$ cat src/rtl/mac_slice_pkg.sv
package mac_slice_pkg;
    typedef enum logic [1:0] {
        ALU_ADD = 2'b00,
        ALU_SUB = 2'b01,
        ALU_AND = 2'b10,
        ALU_XOR = 2'b11
    } alu_op_e;
endpackage

$ cat src/rtl/mac_pattern_cmp.sv
module mac_pattern_cmp #(
    parameter int P_W = 48
) (
    input  logic [P_W-1:0] value,
    input  logic [P_W-1:0] ref_val,
    input  logic [P_W-1:0] mask,
    output logic           hit
);
    // A mask bit of 1 removes that bit from the comparison.
    always_comb begin
        hit = ~|((value ^ ref_val) & ~mask);
    end
endmodule

$ cat src/rtl/mac_preadd_stage.sv
module mac_preadd_stage #(
    parameter int A_W = 30,
    parameter int B_W = 18,
    parameter int D_W = 25,
    parameter int P_W = 48
) (
    input  logic           clk,
    input  logic           rst_n,
    input  logic           ce,
    input  logic [A_W-1:0] a,
    input  logic [B_W-1:0] b,
    input  logic [P_W-1:0] c,
    input  logic [D_W-1:0] d,
    input  logic           preadd_en,
    input  logic           mult_en,
    input  logic [1:0]     alu_op,
    input  logic           z_from_p,
    output logic [D_W-1:0] factor_q,
    output logic [A_W-1:0] a_q,
    output logic [B_W-1:0] b_q,
    output logic [P_W-1:0] c_q,
    output logic           mult_en_q,
    output logic [1:0]     op_q,
    output logic           zsel_q
);
    localparam int F_W = D_W;

    typedef struct packed {
        logic [F_W-1:0] factor;
        logic [A_W-1:0] a;
        logic [B_W-1:0] b;
        logic [P_W-1:0] c;
        logic           mult_en;
        logic [1:0]     op;
        logic           zsel;
    } s1_t;

    s1_t s1_d, s1_q;

    always_comb begin
        s1_d = s1_q;
        if (ce) begin
            s1_d.factor  = preadd_en ? (a[F_W-1:0] + d) : a[F_W-1:0];
            s1_d.a       = a;
            s1_d.b       = b;
            s1_d.c       = c;
            s1_d.mult_en = mult_en;
            s1_d.op      = alu_op;
            s1_d.zsel    = z_from_p;
        end
    end

    always_ff @(posedge clk or negedge rst_n) begin
        if (!rst_n) s1_q <= '0;
        else        s1_q <= s1_d;
    end

    assign factor_q  = s1_q.factor;
    assign a_q       = s1_q.a;
    assign b_q       = s1_q.b;
    assign c_q       = s1_q.c;
    assign mult_en_q = s1_q.mult_en;
    assign op_q      = s1_q.op;
    assign zsel_q    = s1_q.zsel;

    assert_stage1_hold_R5: assert property (@(posedge clk) disable iff (!rst_n)
        !ce |=> $stable(factor_q) && $stable(c_q) && $stable(op_q));
endmodule

$ cat src/rtl/mac_mult_stage.sv
module mac_mult_stage #(
    parameter int A_W = 30,
    parameter int B_W = 18,
    parameter int D_W = 25,
    parameter int P_W = 48
) (
    input  logic           clk,
    input  logic           rst_n,
    input  logic           ce,
    input  logic [D_W-1:0] factor,
    input  logic [A_W-1:0] a,
    input  logic [B_W-1:0] b,
    input  logic [P_W-1:0] c,
    input  logic           mult_en,
    input  logic [1:0]     op,
    input  logic           zsel,
    output logic [P_W-1:0] x_q,
    output logic [P_W-1:0] c_q,
    output logic [1:0]     op_q,
    output logic           zsel_q
);
    localparam int PR_W = D_W + B_W;
    localparam int EXT_W = P_W - PR_W;

    typedef struct packed {
        logic [P_W-1:0] x;
        logic [P_W-1:0] c;
        logic [1:0]     op;
        logic           zsel;
    } s2_t;

    s2_t s2_d, s2_q;
    logic signed [PR_W-1:0] prod;
    logic [P_W-1:0]         prod_ext;
    logic [P_W-1:0]         joined;

    always_comb begin
        prod     = $signed(factor) * $signed(b);
        prod_ext = {{EXT_W{prod[PR_W-1]}}, prod};
        joined   = {a, b};
        s2_d     = s2_q;
        if (ce) begin
            // Logic opcodes and the multiplier bypass both use the raw A:B word.
            s2_d.x    = (op[1] || !mult_en) ? joined : prod_ext;
            s2_d.c    = c;
            s2_d.op   = op;
            s2_d.zsel = zsel;
        end
    end

    always_ff @(posedge clk or negedge rst_n) begin
        if (!rst_n) s2_q <= '0;
        else        s2_q <= s2_d;
    end

    assign x_q    = s2_q.x;
    assign c_q    = s2_q.c;
    assign op_q   = s2_q.op;
    assign zsel_q = s2_q.zsel;

    assert_stage2_hold_R5: assert property (@(posedge clk) disable iff (!rst_n)
        !ce |=> $stable(x_q) && $stable(zsel_q));
endmodule

$ cat src/rtl/mac_alu_stage.sv
module mac_alu_stage
    import mac_slice_pkg::*;
#(
    parameter int P_W = 48
) (
    input  logic           clk,
    input  logic           rst_n,
    input  logic           ce,
    input  logic [P_W-1:0] x,
    input  logic [P_W-1:0] c,
    input  logic [1:0]     op,
    input  logic           zsel,
    input  logic [P_W-1:0] pattern,
    input  logic [P_W-1:0] mask,
    input  logic           autoreset_en,
    output logic [P_W-1:0] p_q,
    output logic           ovf_q,
    output logic           unf_q,
    output logic           match
);
    localparam int N_CMP    = 5;
    localparam int I_MATCH  = 0;
    localparam int I_ONES   = 1;
    localparam int I_ZEROS  = 2;
    localparam int I_ONES_N = 3;
    localparam int I_ZERO_N = 4;

    typedef struct packed {
        logic [P_W-1:0] p;
        logic           ovf;
        logic           unf;
    } s3_t;

    s3_t            s3_d, s3_q;
    alu_op_e        op_e;
    logic [P_W-1:0] z;
    logic [P_W-1:0] res;
    logic [P_W-1:0] cmp_val [N_CMP];
    logic [P_W-1:0] cmp_ref [N_CMP];
    logic [N_CMP-1:0] cmp_hit;

    always_comb begin
        op_e = alu_op_e'(op);
        z    = zsel ? s3_q.p : c;
        unique case (op_e)
            ALU_ADD: res = z + x;
            ALU_SUB: res = z - x;
            ALU_AND: res = z & x;
            default: res = z ^ x;
        endcase
    end

    always_comb begin
        cmp_val[I_MATCH]  = s3_q.p;  cmp_ref[I_MATCH]  = pattern;
        cmp_val[I_ONES]   = s3_q.p;  cmp_ref[I_ONES]   = '1;
        cmp_val[I_ZEROS]  = s3_q.p;  cmp_ref[I_ZEROS]  = '0;
        cmp_val[I_ONES_N] = res;     cmp_ref[I_ONES_N] = '1;
        cmp_val[I_ZERO_N] = res;     cmp_ref[I_ZERO_N] = '0;
    end

    for (genvar gi = 0; gi < N_CMP; gi++) begin : g_cmp
        mac_pattern_cmp #(.P_W(P_W)) cmp_i (
            .value  (cmp_val[gi]),
            .ref_val(cmp_ref[gi]),
            .mask   (mask),
            .hit    (cmp_hit[gi])
        );
    end

    always_comb begin
        s3_d = s3_q;
        if (ce) begin
            if (autoreset_en && cmp_hit[I_MATCH]) begin
                s3_d = '0;
            end else begin
                s3_d.p   = res;
                s3_d.ovf = zsel && (op_e == ALU_ADD) && cmp_hit[I_ONES] && !cmp_hit[I_ONES_N];
                s3_d.unf = zsel && (op_e == ALU_SUB) && cmp_hit[I_ZEROS] && !cmp_hit[I_ZERO_N];
            end
        end
    end

    always_ff @(posedge clk or negedge rst_n) begin
        if (!rst_n) s3_q <= '0;
        else        s3_q <= s3_d;
    end

    assign p_q   = s3_q.p;
    assign ovf_q = s3_q.ovf;
    assign unf_q = s3_q.unf;
    assign match = cmp_hit[I_MATCH];

    assert_autoreset_clear_R11: assert property (@(posedge clk) disable iff (!rst_n)
        (ce && autoreset_en && match) |=> (p_q == '0) && !ovf_q && !unf_q);
    assert_output_hold_R5: assert property (@(posedge clk) disable iff (!rst_n)
        !ce |=> $stable(p_q) && $stable(ovf_q) && $stable(unf_q));
    assert_overflow_only_add_R12: assert property (@(posedge clk) disable iff (!rst_n)
        (ce && (op != 2'b00)) |=> !ovf_q);
    assert_underflow_only_sub_R13: assert property (@(posedge clk) disable iff (!rst_n)
        (ce && (op != 2'b01)) |=> !unf_q);
    assert_flags_exclusive_R12: assert property (@(posedge clk) disable iff (!rst_n)
        !(ovf_q && unf_q));
endmodule

$ cat src/rtl/mac_slice.sv
module mac_slice #(
    parameter int A_W = 30,
    parameter int B_W = 18,
    parameter int D_W = 25,
    parameter int P_W = 48
) (
    input  logic           clk,
    input  logic           rst_n,
    input  logic           ce,
    input  logic [A_W-1:0] a,
    input  logic [B_W-1:0] b,
    input  logic [P_W-1:0] c,
    input  logic [D_W-1:0] d,
    input  logic           preadd_en,
    input  logic           mult_en,
    input  logic [1:0]     alu_op,
    input  logic           z_from_p,
    input  logic [P_W-1:0] pattern,
    input  logic [P_W-1:0] mask,
    input  logic           autoreset_en,
    output logic [P_W-1:0] p,
    output logic           match,
    output logic           overflow,
    output logic           underflow
);
    logic [D_W-1:0] s1_factor;
    logic [A_W-1:0] s1_a;
    logic [B_W-1:0] s1_b;
    logic [P_W-1:0] s1_c;
    logic           s1_mult_en;
    logic [1:0]     s1_op;
    logic           s1_zsel;
    logic [P_W-1:0] s2_x;
    logic [P_W-1:0] s2_c;
    logic [1:0]     s2_op;
    logic           s2_zsel;

    mac_preadd_stage #(.A_W(A_W), .B_W(B_W), .D_W(D_W), .P_W(P_W)) pre_i (
        .clk(clk), .rst_n(rst_n), .ce(ce),
        .a(a), .b(b), .c(c), .d(d),
        .preadd_en(preadd_en), .mult_en(mult_en), .alu_op(alu_op), .z_from_p(z_from_p),
        .factor_q(s1_factor), .a_q(s1_a), .b_q(s1_b), .c_q(s1_c),
        .mult_en_q(s1_mult_en), .op_q(s1_op), .zsel_q(s1_zsel)
    );

    mac_mult_stage #(.A_W(A_W), .B_W(B_W), .D_W(D_W), .P_W(P_W)) mul_i (
        .clk(clk), .rst_n(rst_n), .ce(ce),
        .factor(s1_factor), .a(s1_a), .b(s1_b), .c(s1_c),
        .mult_en(s1_mult_en), .op(s1_op), .zsel(s1_zsel),
        .x_q(s2_x), .c_q(s2_c), .op_q(s2_op), .zsel_q(s2_zsel)
    );

    mac_alu_stage #(.P_W(P_W)) alu_i (
        .clk(clk), .rst_n(rst_n), .ce(ce),
        .x(s2_x), .c(s2_c), .op(s2_op), .zsel(s2_zsel),
        .pattern(pattern), .mask(mask), .autoreset_en(autoreset_en),
        .p_q(p), .ovf_q(overflow), .unf_q(underflow), .match(match)
    );

    assert_reset_quiet_R1: assert property (@(posedge clk)
        !rst_n |=> (p == '0) || rst_n);
endmodule

$ cat config.mk
export PLATFORM = sky130hd
export DESIGN_NAME = mac_slice
export DESIGN_NICKNAME = d
export VERILOG_FILES = /design/src/rtl/mac_slice_pkg.sv /design/src/rtl/mac_pattern_cmp.sv /design/src/rtl/mac_preadd_stage.sv /design/src/rtl/mac_mult_stage.sv /design/src/rtl/mac_alu_stage.sv /design/src/rtl/mac_slice.sv
export SDC_FILE = /design/constraint.sdc
export NUM_CORES = 2
export LEC_CHECK = 0
export BUFFER_PORTS_ARGS = -buffer_cell sky130_fd_sc_hd__buf_2
export CELL_PAD_IN_SITES_DETAIL_PLACEMENT = 0
export CELL_PAD_IN_SITES_GLOBAL_PLACEMENT = 1
export CORE_MARGIN = 5
export CORE_UTILIZATION = 30
export CTS_CLUSTER_SIZE = 30
export DETAILED_ROUTE_END_ITERATION = 6
export PLACE_DENSITY_LB_ADDON = 0.1
export SYNTH_ARGS = -nofsm -noshare
export SYNTH_HDL_FRONTEND = slang
export SYNTH_SLANG_ARGS = --single-unit
$ cat constraint.sdc
create_clock -name clk -period 7.29 [get_ports clk]
set_clock_uncertainty 0.05 [all_clocks]
set_input_delay 0 -clock clk [delete_from_list [all_inputs] [get_ports clk]]
set_output_delay 0 -clock clk [all_outputs]
set_load 0.02 [all_outputs]
==> results.sh <==
export IMPL_worst_setup_path_end_kind="register"
export IMPL_wl_met1_mm=72.88
export IMPL_vias_per_cell=5.060
export IMPL_drc=0
export IMPL_cap_violations=0
export IMPL_async_flop_share=1.000
export IMPL_synth_distinct_cells=82
export IMPL_mostFrequentLayoutCells="622 x inv_1, 443 x fa_1, 442 x nand2_1"
export IMPL_dieArea_um2=130300
export IMPL_worstPathMaxFanout=8
export IMPL_r2r_start="mul_i.x_q[4]$_DFFE_PN0P_"
export IMPL_overflow=0
export IMPL_hold_violations=25
export IMPL_fill_cells=12910
export IMPL_syn_cell_area_um2=36970
export IMPL_whs_ns=-0.05378
export IMPL_worst_setup_path_start_kind="register"
export IMPL_period_minus_slack_ns=6.931
export IMPL_rows=128
export IMPL_track_usage=0.2429
export IMPL_grt_pass1_vias=33240
export IMPL_crit_start="mul_i.x_q[4]$_DFFE_PN0P_"
export IMPL_fin_crit_sh=0.9508
export IMPL_route_met3_wl_mm=7.010
export IMPL_grt_pass1_wl_mm=235.8
export IMPL_postSynthAreaPerCell_um2=8.838
export IMPL_drt_wl_total_mm=161.1
export IMPL_worstSkewPairLatency_ns=0.61
export IMPL_vias=31610
export IMPL_violations="negative hold slack"
export IMPL_post_drt_wl_per_cell_um=25.78
export IMPL_synth_main_ff_cell="dfrtp_1"
export IMPL_utilization=0.3589
export IMPL_syn_to_final_growth_pct=18.49
export IMPL_synth_nets=5079
export IMPL_grt_antenna_before_repair=6
export IMPL_drtAntennaViolNets=0
export IMPL_io_buffer_count=276
export IMPL_synth_edff_count=0
export IMPL_synth_warnings=0
export IMPL_max_freq_mhz=144.3
export IMPL_yosys_area_top_type="fa_1"
export IMPL_hold_class="input port to async pin"
export IMPL_ios=277
export IMPL_rsz0062_at_grt="no"
export IMPL_r2r_cells=20
export IMPL_die_width_um=361.0
export IMPL_relSlewSlack=0.3671
export IMPL_drive_above_1_share=0.1705
export IMPL_setup_violations=0
export IMPL_wl_met2_mm=74.09
export IMPL_core_area_um2=122000
export IMPL_synthTopCellsByArea="fa_1 24%, dfrtp_1 19%, ha_1 7.7%"
export IMPL_start_util=0.3029
export IMPL_fp_dieH_um=361.0
export IMPL_tightest_slew_ns=0.9230
export IMPL_reg2reg_slack_ns=0.36
export IMPL_fin_tns_setup_ns=0
export IMPL_cts_root_buf="clkbuf_16"
export IMPL_cp_arrival_ns=7.37
export IMPL_synth_cells=4183
export IMPL_finalNetCount=5482
export IMPL_setup_worst_path_end="alu_i.ovf_q$_DFFE_PN0P_"
export IMPL_drv_slew=0
export IMPL_htreeDepth=2
export IMPL_yosysTopAreaCellShare=0.2399
export IMPL_clockBufferDepth=3
export IMPL_final_common_cell="inv_1"
export IMPL_cts_sinks=274
export IMPL_place_congestion=0.9484
export IMPL_highest_layer="met4"
export IMPL_cts_buffers=39
export IMPL_worstReg2RegEnd="alu_i.ovf_q$_DFFE_PN0P_"
export IMPL_grt_max_degree=124
export IMPL_path_class="register to register"
export IMPL_cts_tree="built"
export IMPL_path_clk_slew_ns=0.07
export IMPL_dp_hpwl_mm=133.4
export IMPL_synth_seq_area_share=0.1855
export IMPL_ys_ff_latch=274
export IMPL_drt_pre_antenna_iters=5
export IMPL_drt_iter0_markers=1921
export IMPL_status="finished, violations left"
export IMPL_crit_required_ns=7.73
## synth_stat cells, types with 8 or more instances
master / count
inv_1: 622
fa_1: 443
nand2_1: 442
dfrtp_1: 274
nor2_1: 230
mux2_2: 229
ha_1: 227
a21oi_1: 213
clkbuf_1: 211
and2_1: 167
xnor2_1: 125
o22ai_1: 110
o21ai_0: 109
nor3_1: 67
mux2i_1: 62
xor2_1: 56
nand3_1: 44
a31oi_1: 41
a21o_1: 36
or3_1: 32
nor4_1: 31
nand2b_1: 27
o21a_1: 27
and3_1: 26
nand4_1: 25
nor2b_1: 25
a221oi_1: 20
o31ai_1: 17
o211ai_1: 16
buf_1: 14
a211oi_1: 13
or4_1: 13
o21bai_1: 12
o31a_1: 10
nor3b_1: 9
or2_2: 9
o2111ai_1: 8
## through the flow
| stage | setup slack, ns | area, µm² | cells |
|---|---|---|---|
| 6_report | 0.3588 | 43800 | 6247 |
| 3_5_place_dp | 0.2411 | 41050 | 6034 |
| 4_1_cts | 0.1839 | 43750 | 6242 |
| 2_1_floorplan | 0.6932 | 36970 | 4183 |
| 3_3_place_gp | 0.2309 | 41050 | 6034 |
| 5_1_grt | 0.005603 | 43790 | 6242 |
## cell type report
type	instances	area, µm²	area share
tap	1625	2033	0.04642
clock buffer	52	1105	0.02522
clock inverter	20	236.5	0.005399
timing repair buffer	594	4279	0.09769
antenna	5	12.51	0.0002856
multi-input combinational	3055	26940	0.6150
sequential	274	6865	0.1567
inverter	622	2335	0.05330
## state kept, by name, summed over array words and instances, names as in the netlist, 18 cells and up
name	flops
pre_i.factor_q	25
mul_i.c_q	48
mul_i.x_q	48
pre_i.a_q	30
pre_i.c_q	48
alu_i.p_q	48
pre_i.b_q	18
## routing by layer
metal	up-vias	global-route usage
li1	14720	-
met1	15810	0.3303
met2	843	0.3977
met3	234	0.03064
met4	0	0.08894
met5	-	0
## worst min path at each step
stage               slack [ns]                        end
finish                   -0.05   mul_i.c_q[3]$_DFFE_PN0P_
global route              0.02   mul_i.c_q[3]$_DFFE_PN0P_
CTS                      0.009   mul_i.c_q[3]$_DFFE_PN0P_
detailed placement        0.09  mul_i.c_q[14]$_DFFE_PN0P_
global placement          0.08  mul_i.c_q[14]$_DFFE_PN0P_
floorplan                -0.35    alu_i.ovf_q$_DFFE_PN0P_
## worst max-delay path: stages (launching register included)
cell and delay, ns:
dfrtp_1 0.44, or3_1 0.35, or3_1 0.38, or3b_2 0.60, or4_1 0.63, nor2_1 0.32, a21oi_1 0.14, xnor2_1 0.16
ha_1 0.30, nor4bb_1 0.20, a311o_1 0.35, or4b_1 0.53, nor4_1 0.30, o2111ai_1 0.16, a2111o_1 0.41, nor3_1 0.21
or4b_1 0.54, nor4_1 0.20, nand4_1 0.18, a2111oi_2 0.24, a21oi_1 0.11
## kinds of logic (layout without fill, tap and decap cells)
family / after synthesis / after routing / synth area share
simple gates: 1177 / 1177 / 0.1531
compound gates: 735 / 735 / 0.1277
other cells: 0 / 5 / 0
mux: 291 / 291 / 0.08654
flops: 274 / 274 / 0.1855
fa+ha+maj: 670 / 670 / 0.3167
xor+xnor: 182 / 182 / 0.04353
buf+inv: 854 / 1288 / 0.08695
## repair_timing
| action | CTS | global route |
|---|---|---|
| setup buffers | 0 | 0 |
| resized for setup | 0 | 10 |
| hold buffers | 136 | 0 |
| endpoints found under the setup margin | 0 | 9 |
| endpoints found under the hold margin | 222 | 0 |
Power is left out: the tool's default activity adds up to more than one toggle a clock period on the data nets, which glitch-free logic cannot reach.
